`src/rtl/hall_pkg.sv`:
```
package hall_pkg;

  typedef enum logic [1:0] {
    RES_NONE    = 2'd0,
    RES_SPIKE   = 2'd1,
    RES_CORRECT = 2'd2,
    RES_WRONG   = 2'd3
  } hall_res_e;

  // Three-way decision; the current-pattern match has priority.
  function automatic hall_res_e classify(input logic hit_cur, input logic hit_exp);
    if (hit_cur)      return RES_SPIKE;
    else if (hit_exp) return RES_CORRECT;
    else              return RES_WRONG;
  endfunction

endpackage

```
`src/rtl/hall_sync_edge.sv`:
```
module hall_sync_edge #(
  parameter int W      = 3,
  parameter int STAGES = 2
) (
  input  logic         clk,
  input  logic         rst,
  input  logic [W-1:0] din,
  output logic [W-1:0] smp,
  output logic         chg
);
  // pipe[0..STAGES-1] is the synchronizer, pipe[STAGES] the delayed copy
  logic [STAGES:0][W-1:0] pipe;

  always_ff @(posedge clk) begin
    if (rst) pipe <= '0;
    else     pipe <= {pipe[STAGES-1:0], din};
  end

  assign smp = pipe[STAGES-1];
  assign chg = |(pipe[STAGES-1] ^ pipe[STAGES]);
endmodule

```
`src/rtl/hall_delay.sv`:
```
module hall_delay #(
  parameter int CW = 8
) (
  input  logic          clk,
  input  logic          rst,
  input  logic          chg,
  input  logic [CW-1:0] reload,
  output logic [CW-1:0] cnt,
  output logic          strobe
);
  localparam logic [CW-1:0] ONE = CW'(1);

  logic [CW-1:0] load_val;
  assign load_val = (reload == '0) ? ONE : reload;

  always_ff @(posedge clk) begin
    if (rst)             cnt <= '0;
    else if (chg)        cnt <= load_val;
    else if (cnt != '0)  cnt <= cnt - ONE;
  end

  // A change in the terminal cycle restarts the delay instead of sampling.
  assign strobe = (cnt == ONE) && !chg;
endmodule

```
`src/rtl/hall_eval.sv`:
```
module hall_eval
  import hall_pkg::*;
#(
  parameter int W = 3
) (
  input  logic         clk,
  input  logic         rst,
  input  logic         strobe,
  input  logic [W-1:0] smp,
  input  logic         cur_wr,
  input  logic [W-1:0] cur_wdata,
  input  logic         exp_wr,
  input  logic [W-1:0] exp_wdata,
  output logic [W-1:0] cur_q,
  output logic [W-1:0] exp_q,
  output logic         evt_spike,
  output logic         evt_correct,
  output logic         evt_wrong
);
  hall_res_e res;
  assign res = classify(smp == cur_q, smp == exp_q);

  always_ff @(posedge clk) begin
    if (rst) begin
      evt_spike   <= 1'b0;
      evt_correct <= 1'b0;
      evt_wrong   <= 1'b0;
    end else begin
      evt_spike   <= strobe && (res == RES_SPIKE);
      evt_correct <= strobe && (res == RES_CORRECT);
      evt_wrong   <= strobe && (res == RES_WRONG);
    end
  end

  // A host write wins over the copy on a correct step.
  always_ff @(posedge clk) begin
    if (rst)                                   cur_q <= '0;
    else if (cur_wr)                           cur_q <= cur_wdata;
    else if (strobe && (res == RES_CORRECT))   cur_q <= exp_q;
  end

  always_ff @(posedge clk) begin
    if (rst)         exp_q <= '0;
    else if (exp_wr) exp_q <= exp_wdata;
  end
endmodule

```
`src/rtl/hall_filter.sv`:
```
module hall_filter #(
  parameter int W      = 3,
  parameter int CW     = 8,
  parameter int STAGES = 2
) (
  input  logic          clk,
  input  logic          rst,
  input  logic [W-1:0]  hall_in,
  input  logic [CW-1:0] reload,
  input  logic          cur_wr,
  input  logic [W-1:0]  cur_wdata,
  input  logic          exp_wr,
  input  logic [W-1:0]  exp_wdata,
  output logic          evt_spike,
  output logic          evt_correct,
  output logic          evt_wrong
);
  logic [W-1:0]  smp;
  logic          chg;
  logic [CW-1:0] cnt;
  logic          strobe;
  logic [W-1:0]  cur_q;
  logic [W-1:0]  exp_q;

  hall_sync_edge #(.W(W), .STAGES(STAGES)) u_sync (
    .clk(clk), .rst(rst), .din(hall_in), .smp(smp), .chg(chg)
  );

  hall_delay #(.CW(CW)) u_delay (
    .clk(clk), .rst(rst), .chg(chg), .reload(reload), .cnt(cnt), .strobe(strobe)
  );

  hall_eval #(.W(W)) u_eval (
    .clk(clk), .rst(rst), .strobe(strobe), .smp(smp),
    .cur_wr(cur_wr), .cur_wdata(cur_wdata), .exp_wr(exp_wr), .exp_wdata(exp_wdata),
    .cur_q(cur_q), .exp_q(exp_q),
    .evt_spike(evt_spike), .evt_correct(evt_correct), .evt_wrong(evt_wrong)
  );
endmodule

```
`config.mk`:
```
export PLATFORM = sky130hd
export DESIGN_NAME = hall_filter
export DESIGN_NICKNAME = d
export VERILOG_FILES = /design/src/rtl/hall_pkg.sv /design/src/rtl/hall_sync_edge.sv /design/src/rtl/hall_delay.sv /design/src/rtl/hall_eval.sv /design/src/rtl/hall_filter.sv
export SDC_FILE = /design/constraint.sdc
export NUM_CORES = 1
export LEC_CHECK = 0
export BUFFER_PORTS_ARGS = -buffer_cell sky130_fd_sc_hd__buf_2
export CAP_MARGIN = 20
export CORE_MARGIN = 2
export CORE_UTILIZATION = 45
export CTS_BUF_LIST = sky130_fd_sc_hd__clkbuf_2 sky130_fd_sc_hd__clkbuf_4 sky130_fd_sc_hd__clkbuf_8
export CTS_CLUSTER_DIAMETER = 100
export CTS_CLUSTER_SIZE = 20
export DETAILED_ROUTE_END_ITERATION = 16
export GPL_TIMING_DRIVEN = 0
export PLACE_DENSITY = 0.69
export SYNTH_ARGS = -nofsm -noshare
export SYNTH_HDL_FRONTEND = slang
export SYNTH_SLANG_ARGS = --single-unit
export TNS_END_PERCENT = 50
```
`constraint.sdc`:
```
create_clock -name clk -period 1.65 [get_ports clk]
set_input_delay 0 -clock clk [delete_from_list [all_inputs] [get_ports clk]]
set_output_delay 0 -clock clk [all_outputs]
set_load 0.02 [all_outputs]
```
==> key figures <==
Synth
  – Post-Synthesis Net Count: 156
  – Top cell type by total area after synthesis: sky130_fd_sc_hd__dfxtp_1
  – Largest cells by area after synthesis: sky130_fd_sc_hd__dfxtp_1 42%, sky130_fd_sc_hd__nor2b_1 5.0%, sky130_fd_sc_hd__xor2_1 4.9%
  – Mapped cell area: 1240 sq um
  – Yosys top cell area share: 41.9%
  – Share of async-settable or async-resettable flops after synthesis: 0%
  – Mapped Avg Cell Area: 9.40 sq um
  – Main synth FF type: sky130_fd_sc_hd__dfxtp_1
  – Fraction of the yosys area taken by sequential cells: 41.9%
  – Distinct cell type count after synthesis: 36
  – Post-synthesis sequential element count: 26
  – Cells after Synth: 132
  – Number of warnings issued by yosys: 0
  – Number of flops mapped to enable cells by yosys: 0

Cells and area
  – Fraction of the core area covered by cells at the end of the flow: 67.8%
  – Commonest non-fill, non-tap cell in the layout: sky130_fd_sc_hd__buf_2
  – Count of nets after finishing: 213
  – Layout cell share with drive strength beyond 1: 33.5%
  – Number of diodes added for antenna fixing: 0
  – Synth-to-Final Area Change: 46.7%
  – Highest-count cells in the layout ignoring fill and taps: 24 x sky130_fd_sc_hd__buf_2, 21 x sky130_fd_sc_hd__dlygate4sd3_1, 19 x sky130_fd_sc_hd__dfxtp_1
  – Filler cell count: 197

Route
  – Number of design rule violations left after detail routing: 0
  – Avg WL per Cell: 15.4 um
  – Via/cell ratio: 5.68
  – Total wire length after detailed routing: 3380 um
  – Initial DRC count: 52
  – First-pass iteration count of the detailed router: 6
  – Post-route antenna net violation count: 0
  – Total via count after detailed routing: 1244

Pwr
  – Total chip power: 1.81 mW
  – Static Leak: 0.778 nW
  – PD cells: 994 nW/um^2
  – Worst IR Drop VDD: 0.666 mV

Clock tree
  – TritonCTS buffer count: 3
  – Clock slew at the register clock pins of the worst setup and hold paths: 0.15 ns
  – Insertion delay to the later sink of the worst-skew pair: 0.32 ns
  – Root Buffer: sky130_fd_sc_hd__clkbuf_4
  – Clock tree from TritonCTS: yes
  – Clock Path Buffers: 2
  – H-Tree Level Count: 1
  – Clock net sink count: 26

Global route
  – Total global routing track utilization: 20.2%
  – Number of global-route vias before repair: 1184
  – Global-route wire length before repair: 5120 um
  – Number of antenna violations at the first check in global routing: 0
  – Pin count of the biggest net entering global routing: 16
  – Remaining global-route overflow: 0

Worst setup path
  – Worst setup path class: flop to flop
  – Data arrival time of the critical path: 1.97 ns
  – Critical path launch point type: flop
  – Worst path required time: 1.90 ns
  – Cell with the largest stage delay on the worst path: sky130_fd_sc_hd__or4b_4
  – Peak fanout along the critical path: 4
  – Cell family contributing the most delay on the critical path: simple AND/OR/NAND/NOR gates
  – Critical path cell sequence: inv_2, ha_4, or4b_4, or4_4, a311oi_2
  – Sort of element at the end of the critical path: flop
  – Slowest cell delay on critical path: 0.46 ns
  – Count of buffering cells on the critical path with inverters included: 1

Die
  – Vert. Die Dim: 56.5 um
  – Starting utilization of the core area: 46.2%
  – Std cell rows: 19
  – Placeable core region: 2690 sq um
  – Total Die Area: 3190 sq um
  – Boundary Pins: 24
  – Horiz. Die Dim: 56.5 um

Placed design
  – Weighted congestion at the end of routability-driven global placement: 0.813
  – Port Buffers: 23
  – Placed wire-length estimate after detailed placement: 2000 um

STA
  – Hold Fails Final Rpt: 0
  – Unrepaired setup endpoints after global routing: yes
  – Fin worst setup slack: -0.0669 ns
  – Tmin final: 1.72 ns
  – Worst Max-Slew Pin Slew: 0.617 ns
  – Highest achievable clock rate: 582 MHz
  – Part of the cycle the worst path needs: 104%
  – Clk_skew: 0.00542 ns
  – Number of endpoints failing setup at the final stage: 1
  – Final Max Slew Viols: 0
  – Slew Limit Headroom: 58.6%

Min path
  – Worst min path class: primary input to flop

Outcome
  – Violated checks: negative setup slack
  – Outcome: finished, violations left

Flow run
  – Max-cap viol count: 0
[sequential cells by signal (all words and copies together), names as in the netlist]
register,flops
u_eval.exp_q,3
u_eval.cur_q,3
u_eval.evt_spike,1
u_sync.smp,3
u_eval.evt_wrong,1
u_sync.pipe,6
u_eval.evt_correct,1
u_delay.cnt,8
[cells by family after synthesis]
| kind of cell | after synthesis | synth area share, % |
|---|---|---|
| XOR/XNOR | 11 | 7.76 |
| AO/OA/AOI/OAI | 27 | 16.4 |
| AND/OR/NAND/NOR | 50 | 24.2 |
| multiplexers | 4 | 3.23 |
| buffers and inverters | 11 | 3.43 |
| flip-flops | 26 | 41.9 |
| adder cells (fa/ha/maj) | 3 | 3.02 |
[layout make-up]
type | instances | area [sq um] | area share (%)
multi-input cells | 95 | 768 | 42.2
flip-flops and latches | 26 | 529 | 29.1
repair buffers | 53 | 393 | 21.6
well taps | 31 | 38.8 | 2.13
clock inverters | 1 | 30.0 | 1.65
inverters | 7 | 26.3 | 1.44
clock buffers | 3 | 22.5 | 1.24
plain buffers | 3 | 12.5 | 0.687
[worst paths after layout]
check	cells after the start	from	endpoint	slack, ns
max	5	u_delay.cnt[1]	u_delay.cnt[6]	-0.07
min reg2reg	1	u_sync.pipe[1]	u_sync.smp[1]	0.45
max reg2reg	5	u_delay.cnt[1]	u_delay.cnt[6]	-0.07
min	3	reload[7]	u_delay.cnt[7]	0.01
[through the flow]
step / hold WS [ns] / TNS [ns] / setup slack (ns) / std cells / area, sq um
after floorplan: 0.0716 / -0.0214 / -0.0214 / 132 / 1240
after CTS: 0.00407 / -0.0550 / -0.0550 / 213 / 1710
after global placement: 0.213 / -0.452 / -0.139 / 186 / 1400
after global routing: 0.0319 / -0.328 / -0.119 / 219 / 1820
after detailed placement: 0.218 / -0.625 / -0.203 / 186 / 1400
final: 0.0145 / -0.0669 / -0.0669 / 219 / 1820
[where the power goes]
part           internal [mW]  total (mW)  switching, mW
sequential             0.688       0.754         0.0668
combinational          0.313       0.611          0.299
clock                  0.246       0.444          0.198
[cells in the mapped netlist (2+ instances only)]
cell type / count
sky130_fd_sc_hd__a211oi_1: 2
sky130_fd_sc_hd__a21boi_0: 2
sky130_fd_sc_hd__a21oi_1: 7
sky130_fd_sc_hd__a221oi_1: 3
sky130_fd_sc_hd__a41oi_1: 3
sky130_fd_sc_hd__and3_1: 2
sky130_fd_sc_hd__clkbuf_1: 3
sky130_fd_sc_hd__dfxtp_1: 26
sky130_fd_sc_hd__ha_1: 3
sky130_fd_sc_hd__inv_1: 7
sky130_fd_sc_hd__mux2i_1: 4
sky130_fd_sc_hd__nand2_1: 7
sky130_fd_sc_hd__nand3_1: 4
sky130_fd_sc_hd__nor2_1: 8
sky130_fd_sc_hd__nor2b_1: 10
sky130_fd_sc_hd__nor3_1: 7
sky130_fd_sc_hd__nor4_1: 2
sky130_fd_sc_hd__nor4b_1: 2
sky130_fd_sc_hd__o41ai_1: 3
sky130_fd_sc_hd__or3_1: 2
sky130_fd_sc_hd__xnor2_1: 4
sky130_fd_sc_hd__xor2_1: 7
[what timing repair did]
| item | 4_1_cts | 5_1_grt |
|---|---|---|
| pin swaps | 1 | 3 |
| hold buffers | 21 | 0 |
| setup buffers | 3 | 6 |
| gates resized for setup | 7 | 13 |
| hold endpoints to repair | 20 | 0 |
| endpoints found under the setup margin | 7 | 13 |
[routing by layer]
metal | track usage, % | routed length, um | vias to the layer above
li1 | - | - | 595
met1 | 26.7 | 1450 | 569
met2 | 33.6 | 1620 | 64
met3 | 2.30 | 192 | 16
met4 | 8.16 | 119 | 0
met5 | 0 | 0 | -
[worst min-delay path, delay by kind of cell]
family	cells	cell delay, ns
AND/OR/NAND/NOR	2	0.20
buffers and inverters	1	0.09
Note: power is estimated with default switching activity, not from simulation.
